**src/rtl/aoc_pkg.sv**
```systemverilog
package aoc_pkg;
  typedef enum logic [1:0] {
    DIR_NONE = 2'd0,
    DIR_UP   = 2'd1,
    DIR_DN   = 2'd2
  } dir_e;

  typedef enum logic [1:0] {
    PACE_EACH  = 2'd0,
    PACE_MID   = 2'd1,
    PACE_SLOW  = 2'd2,
    PACE_FRAME = 2'd3
  } pace_e;
endpackage

```
**src/rtl/aoc_pacer.sv**
```systemverilog
module aoc_pacer
  import aoc_pkg::*;
#(
  parameter int CODE_W = 8,
  parameter int MID_N  = 16,
  parameter int SLOW_N = 64
) (
  input  logic              clk,
  input  logic              rst_n,
  input  logic              run,
  input  pace_e             mode,
  input  logic              meas_fire,
  input  logic [CODE_W-1:0] meas_code,
  input  logic              frame,
  output logic              upd,
  output logic [CODE_W-1:0] upd_code
);
  localparam int CNT_W = $clog2(SLOW_N + 1);
  localparam logic [CNT_W-1:0] MID_LAST  = CNT_W'(MID_N - 1);
  localparam logic [CNT_W-1:0] SLOW_LAST = CNT_W'(SLOW_N - 1);

  logic [CNT_W-1:0]  cnt_q;
  logic [CNT_W-1:0]  lim;
  logic              cnt_hit;
  logic              have_q;
  logic [CODE_W-1:0] last_q;

  always_comb begin
    case (mode)
      PACE_MID:  lim = MID_LAST;
      PACE_SLOW: lim = SLOW_LAST;
      default:   lim = '0;
    endcase
    cnt_hit = (cnt_q >= lim);
    if (mode == PACE_FRAME) begin
      upd      = run && frame && (have_q || meas_fire);
      upd_code = meas_fire ? meas_code : last_q;
    end else begin
      upd      = run && meas_fire && cnt_hit;
      upd_code = meas_code;
    end
  end

  always_ff @(posedge clk) begin
    if (!rst_n || !run) begin
      cnt_q  <= '0;
      have_q <= 1'b0;
      last_q <= '0;
    end else if (meas_fire) begin
      last_q <= meas_code;
      have_q <= 1'b1;
      if (mode != PACE_FRAME) cnt_q <= cnt_hit ? '0 : cnt_q + 1'b1;
    end
  end

  assert_src_R2: assert property (@(posedge clk) disable iff (!rst_n)
    upd |-> ((mode == PACE_FRAME) ? frame : meas_fire));

  assert_mid_gap_R2: assert property (@(posedge clk) disable iff (!rst_n)
    (upd && mode == PACE_MID && $past(run) && $past(mode) == PACE_MID)
      |-> $past(!meas_fire || !cnt_hit));
endmodule

```
**src/rtl/aoc_step.sv**
```systemverilog
module aoc_step
  import aoc_pkg::*;
#(
  parameter int CODE_W  = 8,
  parameter int OFS_W   = 8,
  parameter int SLEW_W  = 8,
  parameter int JUMP_TH = 15
) (
  input  logic [OFS_W-1:0]  ofs,
  input  logic [CODE_W-1:0] code,
  input  logic [CODE_W-1:0] target,
  input  logic [1:0]        shift,
  input  logic              jump_en,
  input  logic [SLEW_W-1:0] slew,
  output logic [OFS_W-1:0]  nxt,
  output dir_e              dir
);
  localparam int DW = ((CODE_W > OFS_W) ? CODE_W : OFS_W) + 2;

  logic signed [DW-1:0] err, mag, scaled, slew_s, step_v, sum, top_s;

  always_comb begin
    err    = $signed(DW'(target)) - $signed(DW'(code));
    mag    = err[DW-1] ? -err : err;
    scaled = err >>> shift;
    slew_s = $signed(DW'(slew));
    if (jump_en && (mag > $signed(DW'(JUMP_TH))))
      step_v = err;
    else if (scaled > slew_s)
      step_v = slew_s;
    else if (scaled < -slew_s)
      step_v = -slew_s;
    else
      step_v = scaled;
    sum   = $signed(DW'(ofs)) + step_v;
    top_s = $signed(DW'({OFS_W{1'b1}}));
    if (sum < 0)
      nxt = '0;
    else if (sum > top_s)
      nxt = '1;
    else
      nxt = sum[OFS_W-1:0];
    if (nxt > ofs)
      dir = DIR_UP;
    else if (nxt < ofs)
      dir = DIR_DN;
    else
      dir = DIR_NONE;
  end
endmodule

```
**src/rtl/aoc_vote.sv**
```systemverilog
module aoc_vote
  import aoc_pkg::*;
#(
  parameter int VOTES = 6
) (
  input  logic clk,
  input  logic rst_n,
  input  logic run,
  input  logic en,
  input  logic upd,
  input  dir_e dir,
  output logic pass
);
  localparam int VW = $clog2(VOTES + 1);
  localparam logic [VW-1:0] LAST = VW'(VOTES - 1);

  logic [VW-1:0] cnt_q;
  dir_e          dir_q;
  logic          agree;

  always_comb begin
    agree = (dir != DIR_NONE) && (cnt_q != '0) && (dir == dir_q);
    pass  = en ? (upd && agree && (cnt_q == LAST)) : upd;
  end

  always_ff @(posedge clk) begin
    if (!rst_n || !run || !en) begin
      cnt_q <= '0;
      dir_q <= DIR_NONE;
    end else if (upd) begin
      if (dir == DIR_NONE)
        cnt_q <= '0;
      else if (agree)
        cnt_q <= (cnt_q == LAST) ? '0 : cnt_q + 1'b1;
      else begin
        cnt_q <= VW'(1);
        dir_q <= dir;
      end
    end
  end

  assert_vote_still_R7: assert property (@(posedge clk) disable iff (!rst_n)
    (run && en && upd && dir == DIR_NONE) |-> !pass);

  assert_vote_reset_R7: assert property (@(posedge clk) disable iff (!rst_n)
    (run && en && pass) |=> (cnt_q == '0));
endmodule

```
**src/rtl/aoc_offset_ctrl.sv**
```systemverilog
module aoc_offset_ctrl
  import aoc_pkg::*;
#(
  parameter int CODE_W  = 8,
  parameter int OFS_W   = 8,
  parameter int SLEW_W  = 8,
  parameter int MID_N   = 16,
  parameter int SLOW_N  = 64,
  parameter int VOTES   = 6,
  parameter int JUMP_TH = 15
) (
  input  logic              clk,
  input  logic              rst_n,
  input  logic              meas_valid,
  output logic              meas_ready,
  input  logic [CODE_W-1:0] meas_code,
  input  logic              frame_strobe,
  input  logic [CODE_W-1:0] target_code,
  input  logic              auto_en,
  input  logic              hold,
  input  logic [1:0]        pace_mode,
  input  logic [1:0]        err_shift,
  input  logic              jump_en,
  input  logic              vote_en,
  input  logic              toggle_en,
  input  logic [SLEW_W-1:0] slew_limit,
  input  logic [OFS_W-1:0]  manual_ofs,
  output logic [OFS_W-1:0]  ofs_out
);
  logic              meas_fire;
  logic              upd, upd_eff, pass, toggle_hit, apply;
  logic [CODE_W-1:0] upd_code;
  logic [OFS_W-1:0]  nxt;
  dir_e              dir;
  logic [OFS_W-1:0]  ofs_q, pre_q;
  dir_e              ldir_q;
  logic              hist_q;

  assign meas_ready = 1'b1;
  assign meas_fire  = meas_valid && meas_ready;

  aoc_pacer #(.CODE_W(CODE_W), .MID_N(MID_N), .SLOW_N(SLOW_N)) u_pacer (
    .clk(clk), .rst_n(rst_n), .run(auto_en), .mode(pace_e'(pace_mode)),
    .meas_fire(meas_fire), .meas_code(meas_code), .frame(frame_strobe),
    .upd(upd), .upd_code(upd_code)
  );

  assign upd_eff = upd && !hold;

  aoc_step #(.CODE_W(CODE_W), .OFS_W(OFS_W), .SLEW_W(SLEW_W), .JUMP_TH(JUMP_TH)) u_step (
    .ofs(ofs_q), .code(upd_code), .target(target_code), .shift(err_shift),
    .jump_en(jump_en), .slew(slew_limit), .nxt(nxt), .dir(dir)
  );

  aoc_vote #(.VOTES(VOTES)) u_vote (
    .clk(clk), .rst_n(rst_n), .run(auto_en), .en(vote_en),
    .upd(upd_eff), .dir(dir), .pass(pass)
  );

  always_comb begin
    toggle_hit = toggle_en && hist_q && (dir != DIR_NONE) && (dir != ldir_q) && (nxt == pre_q);
    apply      = pass && (dir != DIR_NONE) && !toggle_hit;
  end

  always_ff @(posedge clk) begin
    if (!rst_n) begin
      ofs_q  <= '0;
      pre_q  <= '0;
      ldir_q <= DIR_NONE;
      hist_q <= 1'b0;
    end else if (!auto_en) begin
      ofs_q  <= manual_ofs;
      pre_q  <= manual_ofs;
      ldir_q <= DIR_NONE;
      hist_q <= 1'b0;
    end else if (apply) begin
      pre_q  <= ofs_q;
      ofs_q  <= nxt;
      ldir_q <= dir;
      hist_q <= 1'b1;
    end
  end

  assign ofs_out = auto_en ? ofs_q : manual_ofs;

  assert_hold_R9: assert property (@(posedge clk) disable iff (!rst_n)
    (auto_en && hold) |=> $stable(ofs_q));

  assert_slew_R4: assert property (@(posedge clk) disable iff (!rst_n)
    (auto_en && !jump_en) |=>
      (((ofs_q >= $past(ofs_q)) ? (ofs_q - $past(ofs_q)) : ($past(ofs_q) - ofs_q))
        <= $past(slew_limit)));

  assert_toggle_R8: assert property (@(posedge clk) disable iff (!rst_n)
    (auto_en && toggle_hit) |=> $stable(ofs_q));

  assert_manual_R1: assert property (@(posedge clk) disable iff (!rst_n)
    !auto_en |=> (ofs_q == $past(manual_ofs)));
endmodule

```
**config.mk**
```make
export PLATFORM = sky130hd
export DESIGN_NAME = aoc_offset_ctrl
export DESIGN_NICKNAME = d
export VERILOG_FILES = /design/src/rtl/aoc_pkg.sv /design/src/rtl/aoc_pacer.sv /design/src/rtl/aoc_step.sv /design/src/rtl/aoc_vote.sv /design/src/rtl/aoc_offset_ctrl.sv
export SDC_FILE = /design/constraint.sdc
export NUM_CORES = 1
export LEC_CHECK = 0
export ABC_AREA = 0
export CAP_MARGIN = 10
export CORE_MARGIN = 2
export CORE_UTILIZATION = 25
export DETAILED_ROUTE_END_ITERATION = 8
export SYNTH_ARGS = -nofsm -noshare
export SYNTH_HDL_FRONTEND = slang
export SYNTH_SLANG_ARGS = --single-unit
```
**constraint.sdc**
```tcl
create_clock -name clk -period 16.7 [get_ports clk]
set_input_delay 3.34 -clock clk [delete_from_list [all_inputs] [get_ports clk]]
set_output_delay 3.34 -clock clk [all_outputs]
set_load 0.005 [all_outputs]
```
Word-level counts from Yosys, hierarchy flattened

Cells that the tools add are included.

Flip-flop bits (word level): 40
Input bits: 45
Output and inout port bits: 9
Logic and storage cells: 87

$add $sub $neg: 6
Order comparisons: 8
Eq/ne operators: 9
Shift-type cells: 1
Mux-type cells: 22
Bitwise logic cells: 2
Reductions and logical operators: 30

Operators by type and width:

| cell                                                                   | count |
|---|---|
| 8-bit two-way mux                                                      | 9 |
| 10-bit two-way mux                                                     | 4 |
| 1-bit logical AND                                                      | 16 |
| 6-bit case mux with 2 select lines                                     | 1 |
| 9-bit by 10-bit adder with 10-bit output                               | 1 |
| 10-bit by 5-bit > comparator with 1-bit output (second input constant) | 1 |
| 10-bit by 9-bit > comparator with 1-bit output                         | 1 |
| 10-bit by 9-bit > comparator with 1-bit output (second input constant) | 1 |
| 10-bit by 1-bit < comparator with 1-bit output (second input constant) | 1 |
| 10-bit < comparator                                                    | 1 |
| 10-bit negation                                                        | 1 |
| 8-bit negation with 10-bit output                                      | 1 |
| 10-bit by 2-bit >>> shifter with 10-bit output                         | 1 |
| 3-bit two-way mux                                                      | 3 |
| 8-bit by 8-bit subtractor with 9-bit output                            | 1 |
| 8-bit == test                                                          | 1 |
| 8-bit > comparator                                                     | 1 |
| 8-bit < comparator                                                     | 1 |
| 7-bit by 1-bit adder with 7-bit output (second input constant)         | 1 |
| 7-bit by 6-bit >= comparator with 1-bit output                         | 1 |
| 7-bit two-way mux                                                      | 1 |
| 1-bit logical NOT                                                      | 5 |
| 2-bit == test (second input constant)                                  | 2 |
| 2-bit two-way mux                                                      | 2 |
| 15 further kinds                                                       | 20 |

Depth between registers and ports, before layout

Gate-level depths: netlist of run 1.

Word-level depth: 25
Gate-level depth with buffers: 53
Mapped depth without buffers: 49

Modules after synthesis

From an unflattened synthesis of run 1, not the netlist that was laid out.

Cells, all modules: 574
Area, all modules: 4588.2 um^2

By module, submodules not included:

| module          | times used | cells an instance | area an instance (um^2) | seq. area each (um^2) |
|---|---|---|---|---|
| aoc_step        | 1          | 316               | 2278.4                  | 0.0 |
| aoc_offset_ctrl | 1          | 133               | 1159.9                  | 380.4 |
| aoc_pacer       | 1          | 90                | 873.3                   | 320.3 |
| aoc_vote        | 1          | 35                | 276.5                   | 100.1 |

Worst setup path after synthesis of run 1

No wires, ideal clock.

Path type: input port to flip-flop
Start point: in pace_mode[0]
End point: reg ofs_q[3]
Setup time: 0.086 ns
Arrival: 13.029 ns
Required time: 16.614 ns
Setup slack: 3.584 ns
Stages: 50
Buffers on the path: 4
Path through: ha_1 > nand2b_1 > clkbuf_1 > mux2_2 > ha_1 > inv_1 > fa_1 > a211oi_2 > nor2_1 > xor2_1 > o21ai_0 > mux2i_1 > ha_1 > nor2b_1 > o211a_1 > o21ai_0 > or4_1 > o211a_1 > [... 14 more ...] > nor3_1 > or2_1 > clkbuf_1 > o21ai_0 > inv_1 > ha_1 > a21o_1 > a21o_1 > a21oi_1 > o21ai_1 > nor3b_1 > o21ai_0 > or3b_2 > a211o_1 > nand2_1 > o31ai_4 > buf_6 > a221oi_2

Longest elaborated chain between the ends: 24
Elaborated cells between the ends (all ways): 47
Classes of those cells: add/sub: 3; order compare: 8; eq/ne: 7; shift: 1; mux: 14; reduce/logical: 14

RTL lines:

| item                                                                                        | line                                                         | RTL |
|---|---|---|
| from (decl)                                                                                 | aoc_offset_ctrl.sv:21                                        | `input logic [1:0] pace_mode,` |
| 2-bit == test                                                                               | aoc_pacer.sv:35                                              | `if (mode == PACE_FRAME) begin` |
| 8-bit two-way mux                                                                           | aoc_pacer.sv:35                                              |  |
| 8-bit by 8-bit subtractor with 9-bit output                                                 | aoc_step.sv:23                                               | `err = $signed(DW'(target)) - $signed(DW'(code));` |
| 10-bit negation / 10-bit by 2-bit >>> shifter with 10-bit output (equally long branches)    | aoc_step.sv:24, aoc_step.sv:25                               |  |
| 10-bit two-way mux / 10-bit < comparator (equally long branches)                            | aoc_step.sv:24, aoc_step.sv:31                               |  |
| 10-bit by 5-bit > comparator with 1-bit output / 10-bit two-way mux (equally long branches) | aoc_step.sv:27, aoc_step.sv:31                               |  |
| 1-bit logical AND / 10-bit two-way mux (equally long branches)                              | aoc_step.sv:27, aoc_step.sv:29                               |  |
| 10-bit two-way mux                                                                          | aoc_step.sv:27                                               | `if (jump_en && (mag > $signed(DW'(JUMP_TH))))` |
| [... 5 more ...]                                                                            | --                                                           |  |
| 2-bit two-way mux                                                                           | aoc_step.sv:45                                               | `else if (nxt < ofs)` |
| 2-bit two-way mux                                                                           | aoc_step.sv:43                                               | `if (nxt > ofs)` |
| 2-bit nonzero test                                                                          | aoc_vote.sv:22, aoc_offset_ctrl.sv:61, aoc_offset_ctrl.sv:62 |  |
| 1-bit logical AND (2 in series)                                                             | aoc_vote.sv:22                                               | `agree = (dir != DIR_NONE) && (cnt_q != '0) && (dir == dir_q);` |
| 1-bit logical AND (2 in series)                                                             | aoc_vote.sv:23                                               | `pass = en ? (upd && agree && (cnt_q == LAST)) : upd;` |
| 1-bit two-way mux                                                                           | aoc_vote.sv:23                                               |  |
| 1-bit logical AND (2 in series)                                                             | aoc_offset_ctrl.sv:62                                        | `apply = pass && (dir != DIR_NONE) && !toggle_hit;` |
| 2-bit by 1-bit != test with 1-bit output (no source line)                                   | --                                                           |  |
| to (signal assigned)                                                                        | aoc_offset_ctrl.sv:72                                        | `ofs_q <= manual_ofs;` |
| to (signal assigned)                                                                        | aoc_offset_ctrl.sv:78                                        | `ofs_q <= nxt;` |
| to (decl)                                                                                   | aoc_offset_ctrl.sv:35                                        | `logic [OFS_W-1:0] ofs_q, pre_q;` |

Parallel ways exist; a longest one is shown, timed or not. The select of a mux whose other input is x is not followed.
A chain may end at the register's enable or synchronous reset.

Worst setup path after layout of run 1

Start point: in meas_valid
End point: reg ldir_q[1]

Longest elaborated chain between the ends: 23
Elaborated cells between the ends (all ways): 43
Classes of those cells: add/sub: 3; order compare: 7; eq/ne: 3; shift: 1; mux: 12; reduce/logical: 17

RTL lines:

| item                                                                                        | line                                                         | RTL |
|---|---|---|
| from (decl)                                                                                 | aoc_offset_ctrl.sv:14                                        | `input logic meas_valid,` |
| 8-bit two-way mux                                                                           | aoc_pacer.sv:37                                              | `upd_code = meas_fire ? meas_code : last_q;` |
| 8-bit two-way mux                                                                           | aoc_pacer.sv:35                                              |  |
| 8-bit by 8-bit subtractor with 9-bit output                                                 | aoc_step.sv:23                                               |  |
| 10-bit negation / 10-bit by 2-bit >>> shifter with 10-bit output (equally long branches)    | aoc_step.sv:24, aoc_step.sv:25                               |  |
| 10-bit two-way mux / 10-bit < comparator (equally long branches)                            | aoc_step.sv:24, aoc_step.sv:31                               |  |
| 10-bit by 5-bit > comparator with 1-bit output / 10-bit two-way mux (equally long branches) | aoc_step.sv:27, aoc_step.sv:31                               |  |
| 1-bit logical AND / 10-bit two-way mux (equally long branches)                              | aoc_step.sv:27, aoc_step.sv:29                               |  |
| 10-bit two-way mux                                                                          | aoc_step.sv:27                                               |  |
| [... 4 more ...]                                                                            | --                                                           |  |
| 8-bit < comparator                                                                          | aoc_step.sv:45                                               |  |
| 2-bit two-way mux                                                                           | aoc_step.sv:45                                               |  |
| 2-bit two-way mux                                                                           | aoc_step.sv:43                                               |  |
| 2-bit nonzero test                                                                          | aoc_vote.sv:22, aoc_offset_ctrl.sv:61, aoc_offset_ctrl.sv:62 |  |
| 1-bit logical AND (2 in series)                                                             | aoc_vote.sv:22                                               |  |
| 1-bit logical AND (2 in series)                                                             | aoc_vote.sv:23                                               |  |
| 1-bit two-way mux                                                                           | aoc_vote.sv:23                                               |  |
| 1-bit logical AND (2 in series)                                                             | aoc_offset_ctrl.sv:62                                        |  |
| to (signal assigned)                                                                        | aoc_offset_ctrl.sv:79                                        | `ldir_q <= dir;` |
| to (decl)                                                                                   | aoc_offset_ctrl.sv:36                                        | `dir_e ldir_q;` |

Parallel ways exist; a longest one is shown, timed or not.

==> results of run 1 <==
[metrics by stage]
stage               hold WS, ps  setup WS [ps]  instance area [um2]  util [%]  power [mW]
floorplan                 440.2           3584                 4875         -      0.3582
global placement          455.7           1699                 5620     29.17      0.4386
detailed placement        461.2           1591                 5620     29.17      0.4374
CTS                       476.8           1848                 5788     30.04      0.5501
global route              491.9          748.1                 5788     30.04      0.6002
finish                    477.5           1723                 5788     30.04      0.5509
[cells in the mapped netlist, drive strengths merged (3+ instances only)]
cell type / n
o31a: 5
a211oi: 5
nor2b: 7
o31ai: 5
nand4: 8
mux2: 14
inv: 45
nor4: 5
ha: 52
nand2b: 6
o211a: 8
xnor2: 19
a31oi: 5
o211ai: 4
a221oi: 8
a211o: 5
a21o: 16
a21oi: 40
mux2i: 33
xor2: 7
o21ai: 54
nor2: 57
nand3: 13
and2: 4
nor3: 17
o21bai: 5
a32oi: 3
o21a: 7
or3: 8
clkbuf: 20
nand2: 60
dfxtp: 40
buf: 7
[power by group]
| group | internal, mW | total [mW] | leakage (nW) | switching (mW) |
|---|---|---|---|---|
| combinational | 0.136 | 0.337 | 2.06 | 0.201 |
| sequential | 0.0992 | 0.104 | 0.327 | 0.00469 |
| clock | 0.0702 | 0.110 | 0.0798 | 0.0396 |
| total | 0.306 | 0.551 | 2.47 | 0.245 |
[routing by layer]
metal / global-route usage, % / wire, um / share of wire, %
met1: 16.52 / 6284 / 47
met2: 22.78 / 6274 / 47
met3: 1.666 / 499 / 3.8
met4: 2.219 / 184 / 1.4
met5: 0 / 0 / 0
[flip-flops by register name (all words and copies together) (netlist names)]
signal          cells
hist_q              1
ldir_q              2
ofs_q               8
pre_q               8
u_pacer.cnt_q       7
u_pacer.have_q      1
u_pacer.last_q      8
u_vote.cnt_q        3
u_vote.dir_q        2
[cell type report]
cell class | count | area [um2] | share of cell area, %
clock buffers | 5 | 125.1 | 2.162
inverters | 46 | 172.7 | 2.983
repair buffers | 54 | 535.5 | 9.252
multi-input cells | 523 | 3780 | 65.30
clock inverters | 3 | 42.54 | 0.7350
flip-flops and latches | 40 | 800.8 | 13.83
well taps | 265 | 331.6 | 5.728
[kinds of logic (layout without fill, tap and decap cells)]
family	Yosys count	count (layout)
AOI/OAI and AO/OA	193	193
xor gates and xnor gates	26	26
adders and majority gates	54	54
buffers and inverters	73	108
DFF	40	40
muxes	47	47
other	1	1
and+or+nand+nor	202	202
[final timing paths]
path | endpoint | depth (start not counted)
setup / recovery | ldir_q[1] | 46
hold / removal | hist_q | 1
setup reg to reg | ldir_q[1] | 44
hold reg to reg | hist_q | 1
==> results.py, run 1 <==
metrics = {
    "yosys": {
        "async_flop_share_pct": 0,
        "synth_compound_area_share_pct": 28.05,
        "synthAdderAreaFrac_pct": 14.17,
        "ys_warn_count": 0,
        "synth_top_family_by_area": "compound AO/OA/AOI/OAI gates",
        "synth_area_leaders": "dfxtp_1, ha_1, mux2i_1, o21ai_0, nand2_1",
        "synth_top_cell_area_share_pct": 16.43,
        "synth.area.mux_share_pct": 10.01,
        "synth-edff-count": 0,
        "synthSimpleGateAreaFrac_pct": 20.46,
        "synth.avg_cell_area_um2": 7.665,
        "netlist_instances": 636,
        "yosys.area.top_type": "dfxtp_1",
        "syn-cell-area_um2": 4875,
        "synth_ff_type": "dfxtp_1",
        "ys_seq_elements": 40,
        "yosysSeqAreaShare_pct": 16.43,
        "ys_types": 77,
        "synth.net_count": 735,
        "synth_xor_xnor_area_share_pct": 4.671,
    },
    "drt": {
        "wl_per_cell_um": 14.15,
        "drt_pass1_iterations": 5,
        "drtAntennaViolNets": 0,
        "finalWirelength_um": 13240,
        "vias": 4650,
        "drt_iter0_drc": 283,
        "vias_per_cell": 4.968,
        "drc": 0,
    },
    "floorplan": {
        "num_rows": 51,
        "dieArea_um2": 20630,
        "core_area_um2": 19270,
        "io_pins": 54,
        "die_h_um": 143.6,
        "start_util_pct": 25.30,
        "die_w_um": 143.6,
    },
    "grt": {
        "grt_pass1_vias": 4443,
        "grt_max_degree": 27,
        "grt_use_total_pct": 12.75,
        "antenna_found_initial": 0,
        "grt-ovfl-total": 0,
        "grt_pass1_wl_um": 21530,
    },
    "layout": {
        "area_delta_synth_final_pct": 18.74,
        "antenna_cells": 0,
        "fin_cells": 936,
        "final_cell_mix": "nand2_1, nor2_1, ha_1, clkdlybuf4s50_1, o21ai_0",
        "mostFrequentLayoutCell": "nand2_1",
        "drive_above_1_share_pct": 6.408,
        "fill_cells": 2091,
        "nets": 769,
    },
    "critical_path": {
        "worst_setup_path_end_kind": "flop",
        "r2r_slack_ps": 5850,
        "critPathKind": "input port to flop",
        "required_ps": 16870,
        "worst-path-max-fanout": 13,
        "worst_path_largest_cell_delay_ps": 830,
        "crit_slowest_cell": "clkdlybuf4s50_1",
        "path_delay_family": "compound AO/OA/AOI/OAI gates",
        "cp.buffers_inverters": 4,
        "critPathLaunchType": "input port",
        "cp.arrival_ps": 15150,
        "critPathLaunch": "meas_valid",
        "r2r_start": "u_pacer.last_q[0]",
    },
    "sta": {
        "rsz0062_at_grt": "false",
        "tightest_slew_ps": 1096,
        "finalCritPeriodShare_pct": 89.68,
        "fmax_mhz": 66.77,
        "final-hold-violation-count": 0,
        "drv_slew": 0,
        "fin_worst_skew_ps": 6.200,
        "relSlewSlack_pct": 26.90,
        "setup_viol": 0,
        "fin_tns_setup_ps": 0,
        "fin_crit_ps": 14980,
    },
    "placed_design": {
        "place_congestion": 0.8609,
        "placed_cells": 928,
        "portBuffers": 52,
        "place_hpwl_um": 10680,
    },
    "run": {
        "max_cap_viol_count": 0,
    },
    "clock_tree": {
        "ctsResizeCount": 0,
        "cts_buffer_depth": 2,
        "htreeDepth": 2,
        "cts_made_buffers": 5,
        "clockRootBuffer": "clkbuf_16",
        "cts_hold_buf": 0,
        "clkTransAtPathRegs_ps": 60,
        "cts_tree": "done",
        "cts_setup_buffers": 0,
        "clkLatencyLatePin_ps": 290,
        "clock-sinks": 40,
    },
    "pwr": {
        "irDropWorstVdd_mv": 0.05924,
        "leakagePower_nw": 2.465,
        "p_per_area_nw_per_um2": 95.19,
    },
    "worst_hold_path": {
        "hold_path.class": "flop to flop",
        "hold_path_startpoint": "hist_q",
    },
    "outcome": {
        "status": "finished, final reports clean",
    },
}
No activity file was read; power rests on OpenSTA's default activity.
==> run 2, diff against run 1 <==
Settings changed: PLACE_DENSITY set to 0.5.
==> results.py, run 2 (same netlist as run 1, synthesis figures left out) <==
metrics = {
    "placed_design": {
        "place_area_um2": 5628,
        "place_congestion": 0.8780,
        "place_hpwl_um": 11020,
        "placed_cells": 929,
        "dp_slack_ps": 1392,
        "portBuffers": 52,
    },
    "drt": {
        "wl_met3_um": 434,
        "finalWirelength_um": 13640,
        "m1WireLength_um": 6600,
        "vias_per_cell": 4.883,
        "drt_iter0_drc": 284,
        "drt_pass1_iterations": 4,
        "met2_length_um": 6465,
        "drtAntennaViolNets": 0,
        "vias": 4575,
        "drc": 0,
        "top_layer_used": "met4",
        "wl_per_cell_um": 14.56,
    },
    "sta": {
        "finalCritPeriodShare_pct": 90.10,
        "fin_worst_skew_ps": 2.535,
        "drv_slew": 0,
        "fin_tns_setup_ps": 0,
        "setup_slack_ps": 1654,
        "fin_crit_ps": 15050,
        "final-hold-violation-count": 0,
        "tightest_slew_ps": 1051,
        "fmax_mhz": 66.46,
        "relSlewSlack_pct": 29.93,
        "setup_viol": 0,
        "rsz0062_at_grt": "false",
    },
    "critical_path": {
        "worst_setup_path_end_kind": "flop",
        "worst_path_largest_cell_delay_ps": 830,
        "crit_slowest_cell": "clkdlybuf4s50_1",
        "required_ps": 16870,
        "critPathLaunch": "meas_valid",
        "critPathKind": "input port to flop",
        "r2r_start": "u_pacer.last_q[0]",
        "worst-path-max-fanout": 13,
        "critPathLaunchType": "input port",
        "cp.arrival_ps": 15210,
        "cp_common_cell": "o21ai_0",
    },
    "clock_tree": {
        "htreeDepth": 2,
        "cts_setup_buffers": 0,
        "ctsResizeCount": 0,
        "clock-sinks": 40,
        "cts_hold_buf": 0,
        "clkTransAtPathRegs_ps": 60,
        "clkLatencyLatePin_ps": 280,
        "cts_tree": "done",
        "clockRootBuffer": "clkbuf_16",
        "cts_made_buffers": 5,
        "cts_buffer_depth": 2,
    },
    "layout": {
        "area_delta_synth_final_pct": 19.87,
        "reg_top3": "ofs_q: 8 flops, pre_q: 8 flops, u_pacer.last_q: 8 flops",
        "fin_cells": 937,
        "final_cell_mix": "nand2_1, nor2_1, ha_1, clkdlybuf4s50_1, o21ai_0",
        "nets": 770,
        "mostFrequentLayoutCell": "nand2_1",
        "antenna_cells": 0,
        "drive_above_1_share_pct": 6.548,
        "post-route-cell-area_um2": 5843,
    },
    "grt": {
        "grt-ovfl-total": 0,
        "grt_pass1_wl_um": 22160,
        "grt_use_total_pct": 13.18,
        "grt_pass1_vias": 4468,
        "grt_max_degree": 27,
        "antenna_found_initial": 0,
    },
    "run": {
        "max_cap_viol_count": 0,
    },
    "pwr": {
        "irDropWorstVdd_mv": 0.03915,
        "p_per_area_nw_per_um2": 99.57,
        "leakagePower_nw": 2.494,
    },
    "floorplan": {
        "dieArea_um2": 20630,
        "io_pins": 54,
        "die_h_um": 143.6,
        "core_area_um2": 19270,
        "start_util_pct": 25.30,
        "num_rows": 51,
        "die_w_um": 143.6,
    },
    "worst_hold_path": {
        "hold_path_startpoint": "hist_q",
        "hold_path.class": "flop to flop",
    },
    "outcome": {
        "status": "finished, final reports clean",
    },
}
-- run 2: changes by cell type in the layout (fill, tap and decap cells not counted) --
cell | previous run | this run
bufinv_16 | 1 | 3
clkinv_2 | 1 | 0
clkinvlp_4 | 1 | 0
buf_4 | 2 | 3
-- run 2: area by class of cell --
class | instances | area (um2)
fill | 2109 | 13430
multi-input combinational | 523 | 3780
sequential | 40 | 800.8
timing repair buffer | 55 | 543.0
tap | 265 | 331.6
inverter | 46 | 172.7
clock buffer | 5 | 125.1
clock inverter | 3 | 90.09
-- run 2: worst max-delay path: cells and delay by family --
kind | cells | cell delay [ps]
AOI/OAI and AO/OA | 24 | 5330
xor gates and xnor gates | 2 | 990
adders and majority gates | 5 | 1340
buffers and inverters | 5 | 1110
muxes | 4 | 1010
and+or+nand+nor | 7 | 2010
-- run 2: routing by layer --
| metal | GRT usage [%] | vias to the layer above |
|---|---|---|
| met1 | 17.42 | 2099 |
| met3 | 1.766 | 10 |
| met5 | 0 | - |
| met2 | 23.13 | 67 |
| li1 | - | 2399 |
| met4 | 2.219 | 0 |
-- run 2: worst paths after layout --
| kind | to | slack (ps) | cells after the start |
|---|---|---|---|
| max | ldir_q[1] | 1650 | 47 |
| max reg2reg | ldir_q[1] | 5810 | 45 |
| min | hist_q | 470 | 1 |
| min reg2reg | hist_q | 470 | 1 |
-- run 2: report_power, final --
group	internal, mW	switching, mW
registers	0.0992	0.00465
logic	0.137	0.203
clock network	0.101	0.0374
-- run 2: stage by stage --
stage          hold slack, ps  power [mW]  utilization (%)
6_report                469.5      0.5818            30.32
5_1_grt                 506.7      0.6341            30.32
4_1_cts                 475.4      0.5864            30.32
3_5_place_dp            463.6      0.4437            29.20
3_3_place_gp            457.6      0.4472            29.20
2_1_floorplan           440.2      0.3582                -
==> run 3, diff against run 2 <==
Settings changed: CORE_MARGIN 2 to 1, MAX_ROUTING_LAYER set to met4.
==> results.py, run 3 (same netlist as run 1, synthesis figures left out) <==
metrics = {
    "clock_tree": {
        "cts_buffer_depth": 2,
        "clkTransAtPathRegs_ps": 60,
        "ctsResizeCount": 0,
        "clock-sinks": 40,
        "clkLatencyLatePin_ps": 280,
        "clockRootBuffer": "clkbuf_16",
        "cts_hold_buf": 0,
        "cts_setup_buffers": 0,
        "cts_tree": "done",
        "cts_made_buffers": 5,
        "htreeDepth": 2,
    },
    "placed_design": {
        "place_hpwl_um": 11080,
        "place_area_um2": 5637,
        "place_congestion": 0.8445,
        "portBuffers": 52,
    },
    "layout": {
        "post-route-cell-area_um2": 5801,
        "area_delta_synth_final_pct": 18.99,
        "fill_cells": 2062,
        "mostFrequentLayoutCell": "nand2_1",
        "reg_top3": "ofs_q: 8 flops, pre_q: 8 flops, u_pacer.last_q: 8 flops",
        "nets": 772,
        "antenna_cells": 0,
        "final_cell_mix": "nand2_1, nor2_1, ha_1, clkdlybuf4s50_1, o21ai_0",
        "seq_area_um2": 800.8,
        "multiInputGateArea_um2": 3780,
        "drive_above_1_share_pct": 6.677,
    },
    "critical_path": {
        "cp.arrival_ps": 15220,
        "cp_common_cell": "o21ai_0",
        "worst-path-max-fanout": 13,
        "critPathLaunchType": "input port",
        "required_ps": 16870,
        "crit_slowest_cell": "clkdlybuf4s50_1",
        "worst_setup_path_end_kind": "flop",
        "worst_path_largest_cell_delay_ps": 840,
        "critPathKind": "input port to flop",
    },
    "drt": {
        "m1WireLength_um": 6659,
        "drt_iter0_drc": 261,
        "drtAntennaViolNets": 0,
        "vias": 4658,
        "top_layer_used": "met4",
        "drt_pass1_iterations": 4,
        "met2_length_um": 6284,
        "wl_met3_um": 465,
        "finalWirelength_um": 13600,
        "vias_per_cell": 4.987,
        "wl_per_cell_um": 14.56,
        "drc": 0,
    },
    "grt": {
        "antenna_found_initial": 0,
        "grt_pass1_vias": 4376,
        "grt_pass1_wl_um": 22100,
        "grt-ovfl-total": 0,
        "grt_use_total_pct": 14.07,
        "grt_max_degree": 27,
    },
    "pwr": {
        "p_per_area_nw_per_um2": 95.21,
        "irDropWorstVdd_mv": 0.03888,
        "leakagePower_nw": 2.480,
    },
    "sta": {
        "setup_viol": 0,
        "rsz0062_at_grt": "false",
        "whs_ps": 470.0,
        "fmax_mhz": 66.42,
        "drv_slew": 0,
        "tightest_slew_ps": 1047,
        "relSlewSlack_pct": 30.17,
        "fin_crit_ps": 15060,
        "fin_tns_setup_ps": 0,
        "fin_worst_skew_ps": 3.955,
        "final-hold-violation-count": 0,
        "finalCritPeriodShare_pct": 90.15,
    },
    "run": {
        "max_cap_viol_count": 0,
    },
    "outcome": {
        "status": "finished, final reports clean",
    },
    "floorplan": {
        "num_rows": 50,
        "die_w_um": 141.6,
        "start_util_pct": 25.80,
        "core_area_um2": 18890,
        "io_pins": 54,
        "dieArea_um2": 20060,
        "die_h_um": 141.6,
    },
    "worst_hold_path": {
        "hold_path.class": "flop to flop",
    },
}
==> run 3: changes by cell type in the layout (fill, tap and decap cells not counted) <==
cell       change
buf_4          +2
bufinv_16      -2
clkbuf_1       +1
clkinv_2       +1
==> run 3: power by group <==
part	switching [mW]	internal, mW	total (mW)	leakage (nW)
Sequential	0.00474	0.0992	0.104	0.327
Clock	0.0384	0.0703	0.109	0.0808
Combinational	0.202	0.138	0.340	2.07
==> run 3: cell type report <==
type | instances | share of cell area, %
multi-input combinational | 523 | 65.16
sequential | 40 | 13.81
timing repair buffer | 57 | 9.620
tap | 260 | 5.608
inverter | 46 | 2.977
clock buffer | 6 | 2.222
clock inverter | 2 | 0.6040
==> run 3: per-stage QoR <==
| step | cells | setup WS, ps | utilization, % | power [mW] |
|---|---|---|---|---|
| global route | 934 | 588.9 | 30.70 | 0.6030 |
| global placement | 926 | 1407 | 29.83 | 0.4475 |
| CTS | 934 | 1608 | 30.70 | 0.5556 |
| detailed placement | 926 | 1313 | 29.83 | 0.4439 |
| floorplan | 636 | 3584 | - | 0.3582 |
| finish | 934 | 1644 | 30.70 | 0.5522 |
==> run 3: final timing paths <==
path	startpoint	to	slack, ps	cells after the start
hold / removal	hist_q	hist_q	470	1
setup / recovery	meas_valid	ldir_q[1]	1640	47
setup reg to reg	u_pacer.last_q[0]	ldir_q[1]	5840	45
hold reg to reg	hist_q	hist_q	470	1
==> run 3: layer usage <==
| metal | vias up | track usage, % |
|---|---|---|
| li1 | 2406 | - |
| met1 | 2147 | 18.46 |
| met2 | 89 | 22.92 |
| met3 | 16 | 1.789 |
| met4 | 0 | 3.282 |
| met5 | - | - |
==> run 3: worst max-delay path: cells and delay by family <==
kind | cells | cell delay [ps]
compound gates | 23 | 5270
simple gates | 9 | 2200
fa+ha+maj | 5 | 1360
mux | 4 | 1040
buf+inv | 4 | 1020
xor+xnor | 2 | 960
